`src/rtl/smbto_pkg.sv`:
```
`timescale 1ns/1ps
package smbto_pkg;
  typedef struct packed {
    logic start;
    logic stop;
  } bus_evt_t;

  function automatic int cnt_bits(input int lim);
    return $clog2(lim + 1);
  endfunction
endpackage

```
`src/rtl/smbto_cond_det.sv`:
```
`timescale 1ns/1ps
module smbto_cond_det
  import smbto_pkg::*;
(
  input  logic     clk_i,
  input  logic     rst_ni,
  input  logic     scl_i,
  input  logic     sda_i,
  output bus_evt_t evt_o
);
  logic scl_q, sda_q;

  // idle bus is high on both lines
  always_ff @(posedge clk_i or negedge rst_ni) begin
    if (!rst_ni) begin
      scl_q <= 1'b1;
      sda_q <= 1'b1;
    end else begin
      scl_q <= scl_i;
      sda_q <= sda_i;
    end
  end

  always_comb begin
    evt_o.start = scl_i & scl_q &  sda_q & ~sda_i;
    evt_o.stop  = scl_i & scl_q & ~sda_q &  sda_i;
  end

  // the two conditions exclude each other
  p_evt_excl_r2: assert property (@(posedge clk_i) disable iff (!rst_ni)
    !(evt_o.start && evt_o.stop));
endmodule

```
`src/rtl/smbto_low_acc.sv`:
```
`timescale 1ns/1ps
module smbto_low_acc
  import smbto_pkg::*;
#(
  parameter int LIM = 25
) (
  input  logic     clk_i,
  input  logic     rst_ni,
  input  logic     tick_i,
  input  logic     scl_i,
  input  bus_evt_t evt_i,
  output logic     fire_o
);
  localparam int            W    = cnt_bits(LIM);
  localparam logic [W-1:0] LAST = W'(LIM - 1);

  logic         in_xfer;
  logic [W-1:0] low_cnt;
  logic         acc_en;

  assign acc_en = in_xfer & tick_i & ~scl_i;
  assign fire_o = acc_en & (low_cnt == LAST);

  always_ff @(posedge clk_i or negedge rst_ni) begin
    if (!rst_ni) begin
      in_xfer <= 1'b0;
      low_cnt <= '0;
    end else begin
      if (fire_o || evt_i.stop)  in_xfer <= 1'b0;
      else if (evt_i.start)      in_xfer <= 1'b1;

      if (evt_i.start || evt_i.stop || fire_o) low_cnt <= '0;
      else if (acc_en)                         low_cnt <= low_cnt + 1'b1;
    end
  end

  // no low time is held while no transaction is open
  p_idle_empty_r4: assert property (@(posedge clk_i) disable iff (!rst_ni)
    !in_xfer |-> (low_cnt == '0));
  // the total never passes the last value below the limit
  p_no_overflow_r3: assert property (@(posedge clk_i) disable iff (!rst_ni)
    low_cnt <= LAST);
  // a low-total reset closes the transaction
  p_fire_closes_r8: assert property (@(posedge clk_i) disable iff (!rst_ni)
    fire_o |=> !in_xfer);
endmodule

```
`src/rtl/smbto_high_tmr.sv`:
```
`timescale 1ns/1ps
module smbto_high_tmr
  import smbto_pkg::*;
#(
  parameter int LIM = 50
) (
  input  logic clk_i,
  input  logic rst_ni,
  input  logic tick_i,
  input  logic scl_i,
  output logic fire_o
);
  localparam int            W    = cnt_bits(LIM);
  localparam logic [W-1:0] LAST = W'(LIM - 1);

  logic         armed;
  logic [W-1:0] hi_cnt;
  logic         cnt_en;

  assign cnt_en = armed & tick_i & scl_i;
  assign fire_o = cnt_en & (hi_cnt == LAST);

  always_ff @(posedge clk_i or negedge rst_ni) begin
    if (!rst_ni) begin
      armed  <= 1'b1;
      hi_cnt <= '0;
    end else begin
      if (fire_o)      armed <= 1'b0;
      else if (!scl_i) armed <= 1'b1;

      if (!scl_i || fire_o) hi_cnt <= '0;
      else if (cnt_en)      hi_cnt <= hi_cnt + 1'b1;
    end
  end

  // the high timer never passes the last value below the limit
  p_no_overflow_r7: assert property (@(posedge clk_i) disable iff (!rst_ni)
    hi_cnt <= LAST);
  // no second high-time reset without SCL going low in between
  p_no_refire_r8: assert property (@(posedge clk_i) disable iff (!rst_ni)
    (fire_o && scl_i) |=> !fire_o);
endmodule

```
`src/rtl/smbus_timeout_mon.sv`:
```
`timescale 1ns/1ps
module smbus_timeout_mon
  import smbto_pkg::*;
#(
  parameter int LOW_LIM_TICKS  = 25,
  parameter int HIGH_LIM_TICKS = 50
) (
  input  logic clk_i,
  input  logic rst_ni,
  input  logic tick_i,
  input  logic scl_i,
  input  logic sda_i,
  output logic slave_rst_o
);
  bus_evt_t evt;
  logic     fire_low, fire_high;

  smbto_cond_det u_cond (
    .clk_i (clk_i),
    .rst_ni(rst_ni),
    .scl_i (scl_i),
    .sda_i (sda_i),
    .evt_o (evt)
  );

  smbto_low_acc #(.LIM(LOW_LIM_TICKS)) u_low (
    .clk_i (clk_i),
    .rst_ni(rst_ni),
    .tick_i(tick_i),
    .scl_i (scl_i),
    .evt_i (evt),
    .fire_o(fire_low)
  );

  smbto_high_tmr #(.LIM(HIGH_LIM_TICKS)) u_high (
    .clk_i (clk_i),
    .rst_ni(rst_ni),
    .tick_i(tick_i),
    .scl_i (scl_i),
    .fire_o(fire_high)
  );

  always_ff @(posedge clk_i or negedge rst_ni) begin
    if (!rst_ni) slave_rst_o <= 1'b0;
    else         slave_rst_o <= fire_low | fire_high;
  end

  // the request lasts one clock
  p_single_pulse_r8: assert property (@(posedge clk_i) disable iff (!rst_ni)
    slave_rst_o |=> !slave_rst_o);
  // a low-total reset only comes from a tick with SCL low
  p_low_fire_scl_r3: assert property (@(posedge clk_i) disable iff (!rst_ni)
    fire_low |-> (!scl_i && tick_i));
  // nothing fires on a cycle without a tick
  p_tick_only_r9: assert property (@(posedge clk_i) disable iff (!rst_ni)
    !tick_i |=> !slave_rst_o);
endmodule

```
`config.mk`:
```
export PLATFORM = sky130hd
export DESIGN_NAME = smbus_timeout_mon
export DESIGN_NICKNAME = d
export VERILOG_FILES = /design/src/rtl/smbto_pkg.sv /design/src/rtl/smbto_cond_det.sv /design/src/rtl/smbto_low_acc.sv /design/src/rtl/smbto_high_tmr.sv /design/src/rtl/smbus_timeout_mon.sv
export SDC_FILE = /design/constraint.sdc
export NUM_CORES = 1
export LEC_CHECK = 0
export BUFFER_PORTS_ARGS = -buffer_cell sky130_fd_sc_hd__buf_2
export CELL_PAD_IN_SITES_DETAIL_PLACEMENT = 1
export CELL_PAD_IN_SITES_GLOBAL_PLACEMENT = 2
export CORE_ASPECT_RATIO = 0.7
export CORE_MARGIN = 8
export CORE_UTILIZATION = 33
export CTS_CLUSTER_DIAMETER = 80
export DETAILED_ROUTE_END_ITERATION = 10
export PLACE_DENSITY_LB_ADDON = 0.1
export SLEW_MARGIN = 20
export SYNTH_ARGS = -nofsm -noshare
export SYNTH_HDL_FRONTEND = slang
export SYNTH_SLANG_ARGS = --single-unit
```
`constraint.sdc`:
```
create_clock -name clk_i -period 1.4 [get_ports clk_i]
set_input_delay 0 -clock clk_i [delete_from_list [all_inputs] [get_ports clk_i]]
set_output_delay 0 -clock clk_i [all_outputs]
set_load 0.02 [all_outputs]
```
==> impl_metrics.csv, run 1 <==
group,metric,value,unit
pwr,pwr-share-comb,13.9,%
sta,setup_tns,-43.40,ps
synthesis,syn_area,888.4,um2
synthesis,avgSynthCellArea,9.762,um2
floorplanning,rows,15,
sta,fmax,0.7005,GHz
drt,postRouteAntennaNets,0,
floorplanning,initial_core_util,35.32,%
sta,skew,8.439,ps
sta,tightest_slew,366.6,ps
synthesis,synth-edff-count,0,
cts,clock_latency,250,ps
worst_setup_path,critPathTopFamily,"simple AND/OR/NAND/NOR gates",
worst_setup_path,worst-endpoint-required,1590,ps
synthesis,synth_warnings,0,
worst_setup_path,worstSetupPathType,"reg2reg",
placed_design,dp_cells,140,
pwr,total_power,997.4,uW
layout,area_growth,29.01,%
worst_setup_path,cp_max_fo,3,
sta,worst_slack,-27.57,ps
synthesis,synth-async-reset-ratio,100.0,%
synthesis,yosysSeqAreaShare,45.49,%
worst_setup_path,slowest_stage,"or4_4",
pwr,seq_power_share,50.1,%
sta,fin_crit,1428,ps
layout,num_antenna_cells,0,
floorplanning,num_io_pins,6,
placed_design,io_buffers,5,
drt,vias,779,
layout,fin_util,45.57,%
synthesis,synth_fp_nets,100,
pwr,power.density,870.2,mW/mm2
worst_setup_path,critPathLaunchType,"flop",
floorplanning,die_w,78.02,um
floorplanning,die_y,59.41,um
layout,drive_above_1_share,31.30,%
min_path,hold_class,"in2reg",
sta,fin_crit_sh,102.0,%
placed_design,routabilityCongestion,0.7685,
cts,clockBufferDepth,2,
worst_setup_path,crit_path_end_kind,"flop",
drt,first_pass_iters,4,
placed_design,dp_slack,-52.43,ps
global_route,grt_start_max_net_pins,17,
sta,setup_viol,2,
global_route,grt_usage,10.79,%
layout,layout_common_cells,"13 x buf_4, 13 x dfrtp_1, 8 x inv_1, 8 x nand2_1, 8 x a21oi_1",
drt,drt-initial-drc-count,24,
worst_setup_path,slowest_delay,430,ps
global_route,grt_overflow,0,
sta,rsz0062_at_grt,"true",
sta,slew_headroom,75.56,%
pwr,max-vdd-ir-drop,0.4963,mV
cts,cts.sink_count,16,
drt,wl,2253,um
pwr,clockPowerShare,36.0,%
status,violations,"setup timing",
cts,cts_buffers,3,
synthesis,synthCells,91,
floorplanning,core-area,0.002515,mm2
placed_design,dp_hpwl,1663,um
drt,wl_per_cell,15.12,um
drt,drc_errors,0,
synthesis,ys_types,32,
synthesis,ys.flop_type,"dfrtp_1",
pwr,intPower,753.9,uW
sta,hold_viol_final,0,
global_route,grt_pass1_vias,828,
worst_setup_path,arrival,1620,ps
pwr,swShare,24.41,%
pwr,switchingPower,243.5,uW
cts,tritoncts,"built",
status,outcome,"finished with violations",
worst_setup_path,worstPathCellList,"inv_1, ha_2, and4b_1, or4_4, a21oi_2",
floorplanning,die-area,0.004635,mm2
cts,htree_num_levels,1,
pwr,leakagePower,0.4961,nW
layout,instances_no_fill,149,
layout,nets,125,
synthesis,yosys_register_bits,16,
global_route,antenna_found_initial,0,
cts,cts-root-buf,"clkbuf_8",
job,drv_cap,0,
worst_setup_path,crit_buf_inv,1,
sta,drv_slew,0,
global_route,grt_pass1_wl,3939,um
drt,vias_per_cell,5.228,
cts,clkTransAtPathRegs,70,ps
## repair_timing
action | 4_1_cts | 5_1_grt
gates resized for setup | 1 | 7
endpoints found under the setup margin | 2 | 7
endpoints found under the hold margin | 18 | 0
buffers inserted | 1 | 1
hold buffers | 3 | 0
pin swaps | 3 | 1
## cell type report
| cell class | instances | area, um2 |
|---|---|---|
| multi-input combinational | 66 | 471.7 |
| clock buffer | 4 | 45.04 |
| sequential | 16 | 404.1 |
| inverter | 8 | 30.03 |
| tap | 34 | 42.54 |
| fill | 306 | 1369 |
| timing repair buffer | 21 | 152.6 |
## worst reg2reg max path: stages (launching register included)
cell	delay [ps]
dfrtp_1	380
inv_1	60
ha_2	180
and4b_1	200
or4_4	430
a21oi_2	120
## synthesized netlist by cell type (all sizes together) (2+ instances only)
cell type	count	share of area [%]
nand3	7	3.9
a211o	3	3.0
inv	8	3.4
nor3	2	1.1
or3	3	2.1
o21ai	4	2.3
nand3b	3	3.9
dfstp	3	8.9
nand2	9	3.8
a31oi	2	1.4
nor2	2	0.85
a21oi	10	5.6
dfrtp	13	37
and3	2	1.4
ha	4	5.6
## layer usage
metal	GRT usage [%]	vias up	part of all wire, %
met5	0	-	0
met4	2.625	0	0.53
met3	4.545	2	3.6
met2	16.49	10	42
met1	13.68	384	54
li1	-	383	-
## sequential cells by signal (all words and copies together), names as in the netlist
| signal | cells |
|---|---|
| u_high.armed | 1 |
| slave_rst_o | 1 |
| u_high.hi_cnt | 6 |
| u_cond.sda_q | 1 |
| u_low.low_cnt | 5 |
| u_low.in_xfer | 1 |
| u_cond.scl_q | 1 |
## power by group through the flow
stage | sequential [mW] | combinational, mW | clock (mW)
2_1_floorplan | 0.506 | 0.0587 | 0
3_3_place_gp | 0.506 | 0.118 | 0
3_5_place_dp | 0.509 | 0.120 | 0
4_1_cts | 0.500 | 0.135 | 0.376
5_1_grt | 0.503 | 0.156 | 0.400
6_report | 0.500 | 0.139 | 0.359
## per-stage QoR
stage,cell area [um2],hold slack [ps]
finish,1146,145.9
global route,1146,170.0
CTS,1120,125.9
detailed placement,1033,-62.15
global placement,1033,-62.13
floorplan,890.9,-295.6
## cells by family (layout without fill, tap and decap cells)
| group | after synthesis | count (layout) | share of synthesized area, % |
|---|---|---|---|
| AND/OR/NAND/NOR | 36 | 36 | 25.35 |
| AO/OA/AOI/OAI | 25 | 25 | 18.31 |
| flip-flops | 16 | 16 | 45.49 |
| buffers and inverters | 9 | 33 | 4.226 |
| adder cells (fa/ha/maj) | 4 | 4 | 5.634 |
| XOR/XNOR | 1 | 1 | 0.9861 |
## worst paths after layout
kind / from / endpoint / slack [ps] / cells past startpoint
worst min-delay path: tick_i / u_high.armed / 150 / 3
worst max-delay path: u_low.low_cnt[0] / u_low.low_cnt[2] / -30 / 5
worst min register to register: u_cond.sda_q / u_low.in_xfer / 570 / 2
min in group asynchronous: rst_ni / u_low.low_cnt[2] / 190 / 2
max in group asynchronous: rst_ni / u_high.armed / 890 / 2
worst max register to register: u_low.low_cnt[0] / u_low.low_cnt[2] / -30 / 5
Note: power is estimated with default switching activity, not from simulation.
==> run 2, diff against run 1 <==
- ABC_AREA: unset -> 1
- CORE_UTILIZATION: 33 -> 30
- TNS_END_PERCENT: unset -> 5
==> run 2 against run 1 <==
  * Critical path type unchanged
  * Global-route usage fell by 1.4 points
  * Maximum frequency up 12%
  * The run now ends clean
  * Synthesized area down 2.7%
  * First-iteration DRC count fell by 13%
  * Largest power group unchanged
  * Worst hold slack better by 44 ps
  * Sequential power rose by 9.6%
==> impl_metrics.csv, run 2 <==
group,metric,value,unit
status,outcome,"completed",
cts,cts_resized,0,
drt,wl_per_cell,11.53,um
sta,tightest_slew,367.4,ps
floorplanning,rows,16,
global_route,grt_pass1_vias,765,
layout,final_area,0.001017,mm2
sta,fin_crit_sh,91.32,%
layout,regMostFlops,"u_high.hi_cnt",
cts,clkTransAtPathRegs,60,ps
pwr,leakagePower,0.4984,nW
placed_design,post_dp_cell_area,942.2,um2
synthesis,synth.area.top_cells,"dfrtp_1 38%, nand2_1 15%, dfstp_2 9.1%",
worst_setup_path,crit_path_end_kind,"flop",
floorplanning,die_y,60.92,um
synthesis,synth_top_family_by_area,"simple AND/OR/NAND/NOR gates",
worst_setup_path,timing.rr.start,"u_high.armed",
drt,first_pass_iters,4,
layout,num_antenna_cells,0,
sta,worst_slack,121.6,ps
cts,clock_latency,250,ps
worst_setup_path,arrival,1410,ps
global_route,grt_start_max_net_pins,17,
layout,layout_common_cells,"35 x nand2_1, 20 x nor2_1, 17 x inv_1",
cts,cts-root-buf,"clkbuf_8",
layout,area_growth,17.66,%
cts,cts_buffers,3,
sta,setup_viol,0,
layout,final_common_cell,"nand2_1",
floorplanning,core-area,0.002763,mm2
drt,vias_per_cell,4.395,
cts,cts.sink_count,16,
sta,hold_viol_final,0,
sta,setup_tns,0,ps
min_path,hold_class,"in2async",
placed_design,dp_slack,118.9,ps
synthesis,synth_fp_nets,122,
pwr,max-vdd-ir-drop,0.4214,mV
synthesis,synth-xor-area-share,2.026,%
worst_setup_path,worstSetupPathType,"reg2reg",
pwr,power.density,1087,mW/mm2
cts,clockBufferDepth,2,
worst_setup_path,critPathLaunchType,"flop",
drt,drc_errors,0,
layout,drive_above_1_share,12.70,%
synthesis,synthAdderAreaFrac,5.789,%
layout,largest_register_ffs,6,
synthesis,synth.most_common_cell,"nand2_1",
synthesis,synthCells,113,
synthesis,synth_compound_area_share,4.052,%
worst_setup_path,cp_max_fo,7,
worst_setup_path,reg2reg_depth,5,
worst_setup_path,rr_endpoint,"u_high.hi_cnt[5]",
synthesis,synth-async-reset-ratio,100.0,%
sta,fin_crit,1278,ps
worst_setup_path,worst-endpoint-required,1530,ps
placed_design,io_buffers,5,
floorplanning,die_w,80.17,um
worst_setup_path,worstSetupEndpoint,"u_high.hi_cnt[5]",
pwr,seq_power_share,49.6,%
floorplanning,die-area,0.004883,mm2
floorplanning,num_io_pins,6,
drt,postRouteAntennaNets,0,
synthesis,synth_common_cells,"35 x nand2_1, 20 x nor2_1, 17 x inv_1, 13 x dfrtp_1, 8 x nand3_1",
synthesis,yosys_register_bits,16,
global_route,grt_usage,9.358,%
synthesis,yosysSeqAreaShare,46.74,%
global_route,grt_pass1_wl,3519,um
cts,post-cts-setup-buffer-count,0,
job,drv_cap,0,
pwr,clockPowerShare,32.4,%
pwr,switchingPower,312.8,uW
synthesis,avgSynthCellArea,7.651,um2
synthesis,synth-edff-count,0,
pwr,swShare,28.29,%
synthesis,yosys-mux-area-fraction,0,%
pwr,intPower,792.7,uW
synthesis,synth_warnings,0,
sta,slew_headroom,75.50,%
placed_design,routabilityCongestion,0.7211,
sta,skew,4.552,ps
global_route,antenna_found_initial,0,
layout,largestRegisters,"u_high.hi_cnt: 6 flops, u_low.low_cnt: 5 flops",
synthesis,synth_simple_gate_area_share,34.01,%
worst_setup_path,rrSetupSlack,120,ps
global_route,grt_overflow,0,
synthesis,ys.flop_type,"dfrtp_1",
sta,whs,189.5,ps
sta,rsz0062_at_grt,"false",
synthesis,syn_area,864.6,um2
layout,nets,136,
drt,wl,1868,um
layout,fin_util,36.82,%
floorplanning,initial_core_util,31.30,%
drt,drt-initial-drc-count,21,
drt,vias,712,
sta,fmax,0.7822,GHz
synthesis,synth_top_area_cell,"dfrtp_1",
synthesis,synth_top_cell_area_share,37.63,%
synthesis,ys_types,16,
pwr,pwr-share-comb,18.0,%
sta,drv_slew,0,
placed_design,dp_hpwl,1465,um
cts,tritoncts,"built",
cts,htree_num_levels,1,
worst_setup_path,critPathLaunch,"u_high.armed",
==> run 2: area by class of cell <==
class / count / area (um2)
Multi-Input combinational cell: 80 / 396.6
Tap cell: 36 / 45.04
Clock buffer: 4 / 45.04
Fill cell: 348 / 1745
Timing Repair Buffer: 9 / 62.56
Inverter: 17 / 63.81
Sequential cell: 16 / 404.1
==> run 2: routing by layer <==
layer | track usage, % | vias up | part of all wire [%]
met4 | 2.320 | 0 | 0.54
met2 | 14.12 | 9 | 41
met5 | 0 | - | 0
li1 | - | 370 | -
met3 | 3.698 | 2 | 4.7
met1 | 12.15 | 331 | 54
==> run 2: worst min-delay path by stage <==
stage	from	to	slack [ps]	depth (start not counted)
2_1_floorplan	rst_ni	slave_rst_o	-300	0
3_3_place_gp	rst_ni	u_low.low_cnt[3]	-50	1
3_5_place_dp	rst_ni	u_low.low_cnt[3]	-50	1
4_1_cts	rst_ni	u_low.low_cnt[3]	200	2
5_1_grt	rst_ni	u_low.low_cnt[3]	240	2
6_report	rst_ni	u_low.low_cnt[3]	190	2
==> run 2: worst max-delay path: stages, from the launching register on <==
cell and delay (ps):
dfstp_2 540, inv_1 60, nor2_4 190, nand4_2 140, nand2_2 170, nor2_1 70
==> run 2: metrics by stage <==
step                cells  power [mW]
CTS                   162       1.131
global placement      155      0.7510
floorplan             113      0.6861
finish                162       1.106
global route          162       1.190
detailed placement    155      0.7522
==> run 2: kinds of logic (layout without fill, tap and decap cells) <==
logic type,Yosys count,count (layout)
buf+inv,17,30
fa+ha+maj,4,4
xor+xnor,2,2
simple gates,68,68
compound gates,6,6
flops,16,16
==> run 2: repair_timing <==
action                                 4_1_cts  5_1_grt
hold buffers                                 3        0
setup endpoints to repair                    0        0
endpoints found under the hold margin       18        0
==> run 2: power by group through the flow <==
| stage | clock (mW) | combinational [mW] | sequential, mW |
|---|---|---|---|
| 2_1_floorplan | 0 | 0.139 | 0.548 |
| 4_1_cts | 0.379 | 0.203 | 0.549 |
| 5_1_grt | 0.394 | 0.242 | 0.555 |
| 6_report | 0.358 | 0.199 | 0.548 |
| 3_3_place_gp | 0 | 0.195 | 0.556 |
| 3_5_place_dp | 0 | 0.195 | 0.557 |
==> run 3, diff against run 2 <==
- PLACE_DENSITY: unset -> 0.78
- PLACE_DENSITY_LB_ADDON: 0.1 -> unset
- SETUP_SLACK_MARGIN: unset -> 0.4
==> run 3 against run 2 <==
  * Combinational power grew 9%
  * First-iteration DRC count shrank 9.5%
  * Wire length grew 13%
  * Register-to-register slack gained 70 ps
  * Die area is the same
  * Via count grew 2.5%
==> impl_metrics.csv, run 3 (synthesis results as in run 2) <==
group,metric,value,unit
worst_setup_path,slowest_stage,"dfstp_2",
drt,first_pass_iters,4,
floorplanning,num_io_pins,6,
min_path,hold_class,"in2reg",
min_path,holdPathEnd,"u_high.armed",
sta,fin_crit_sh,86.60,%
global_route,grt_pass1_wl,3933,um
pwr,max-vdd-ir-drop,0.4577,mV
pwr,power.density,1086,mW/mm2
worst_setup_path,critPathLaunchType,"flop",
cts,htree_num_levels,1,
job,drv_cap,0,
layout,instances_no_fill,166,
layout,final_area,0.001091,mm2
global_route,antenna_found_initial,0,
placed_design,dp_hpwl,1507,um
drt,wl_per_cell,12.67,um
sta,hold_viol_final,0,
worst_setup_path,worstPathCellList,"inv_2, nor2_4, buf_6, nand2_1, nand2_1, nand2_1, nor2_2",
worst_setup_path,slowest_delay,560,ps
layout,num_antenna_cells,0,
cts,clock_latency,250,ps
layout,largestRegisters,"u_high.hi_cnt: 6 flops, u_low.low_cnt: 5 flops",
placed_design,io_buffers,5,
layout,largest_register_ffs,6,
layout,drive_above_1_share,20.00,%
layout,final_common_cell,"nand2_1",
layout,layout_common_cells,"34 x nand2_1, 18 x nor2_1, 16 x inv_1",
worst_setup_path,cp_max_fo,4,
sta,rsz0062_at_grt,"true",
drt,drc_errors,0,
worst_setup_path,crit_top_cell,"nand2_1",
floorplanning,die_y,60.92,um
worst_setup_path,reg2reg_depth,7,
worst_setup_path,worstSetupPathType,"reg2reg",
cts,clockBufferDepth,2,
layout,area_growth,26.19,%
sta,fmax,0.8248,GHz
layout,nets,140,
floorplanning,die_w,80.17,um
floorplanning,core-area,0.002763,mm2
drt,drt-initial-drc-count,19,
drt,postRouteAntennaNets,0,
worst_setup_path,rrSetupSlack,190,ps
global_route,grt_start_max_net_pins,17,
sta,slew_headroom,75.29,%
drt,wl,2104,um
sta,worst_slack,187.6,ps
worst_setup_path,worst-endpoint-required,1590,ps
floorplanning,die-area,0.004883,mm2
status,outcome,"completed",
drt,vias,730,
worst_setup_path,timing.rr.start,"u_high.armed",
global_route,grt_usage,10.52,%
layout,fin_util,39.49,%
worst_setup_path,critPathTopFamily,"flip-flops",
worst_setup_path,crit_buf_inv,2,
sta,whs,38.81,ps
layout,regMostFlops,"u_high.hi_cnt",
placed_design,routabilityCongestion,0.7167,
floorplanning,rows,16,
cts,cts.sink_count,16,
sta,fin_crit,1212,ps
placed_design,post_dp_cell_area,942.2,um2
pwr,leakagePower,0.5339,nW
sta,skew,6.003,ps
global_route,grt_pass1_vias,824,
cts,clkTransAtPathRegs,70,ps
sta,setup_viol,0,
worst_setup_path,crit_path_end_kind,"flop",
global_route,grt_overflow,0,
sta,setup_tns,0,ps
min_path,worstHoldStart,"scl_i",
cts,cts-root-buf,"clkbuf_8",
cts,tritoncts,"built",
placed_design,dp_slack,104.3,ps
floorplanning,initial_core_util,31.30,%
worst_setup_path,rr_endpoint,"u_high.hi_cnt[5]",
layout,fillCellCount,351,
min_path,hold_depth,2,
sta,tightest_slew,370.7,ps
cts,cts_buffers,3,
pwr,total_power,1.184,mW
sta,drv_slew,0,
drt,vias_per_cell,4.398,
placed_design,dp_cells,155,
worst_setup_path,arrival,1410,ps
run 3: layer usage:
| layer | part of all wire, % | global-route usage [%] | up-vias |
|---|---|---|---|
| met4 | 1.2 | 3.093 | 0 |
| li1 | - | - | 381 |
| met2 | 46 | 17.68 | 8 |
| met3 | 4.9 | 3.994 | 4 |
| met1 | 47 | 12.25 | 337 |
| met5 | 0 | 0 | - |
run 3: final cells by class:
type / instances / area [um2] / share of cell area [%]
timing repair buffer: 13 / 100.1 / 9.174
inverter: 17 / 63.81 / 5.849
sequential: 16 / 404.1 / 37.04
tap: 36 / 45.04 / 4.128
multi-input combinational: 80 / 422.9 / 38.76
clock buffer: 4 / 55.05 / 5.046
run 3: worst max-delay path by stage:
| stage | end | cells past startpoint | from |
|---|---|---|---|
| after floorplan | u_high.hi_cnt[0] | 5 | u_high.armed |
| after global placement | u_high.hi_cnt[0] | 5 | u_high.armed |
| after detailed placement | u_high.hi_cnt[1] | 5 | u_high.armed |
| after CTS | u_high.hi_cnt[5] | 6 | u_high.armed |
| after global routing | u_high.hi_cnt[5] | 7 | u_high.armed |
| final | u_high.hi_cnt[5] | 7 | u_high.armed |
run 3: worst reg2reg max path, cell delays in order, from the launching register on:
cell and delay, ps:
dfstp_2 560, inv_2 50, nor2_4 150, buf_6 130, nand2_1 60, nand2_1 70, nand2_1 60, nor2_2 70
run 3: what timing repair did:
action / in CTS / in global routing
endpoints found under the hold margin: 18 / 0
hold buffers: 3 / 0
setup endpoints to repair: 14 / 14
setup buffers: 4 / 0
pin swaps: 7 / 1
resized for setup: 8 / 0
run 3: where the power goes:
part | internal, mW | switching (mW)
Clock | 0.250 | 0.168
Sequential | 0.512 | 0.0371
Combinational | 0.0881 | 0.129
Total | 0.850 | 0.334
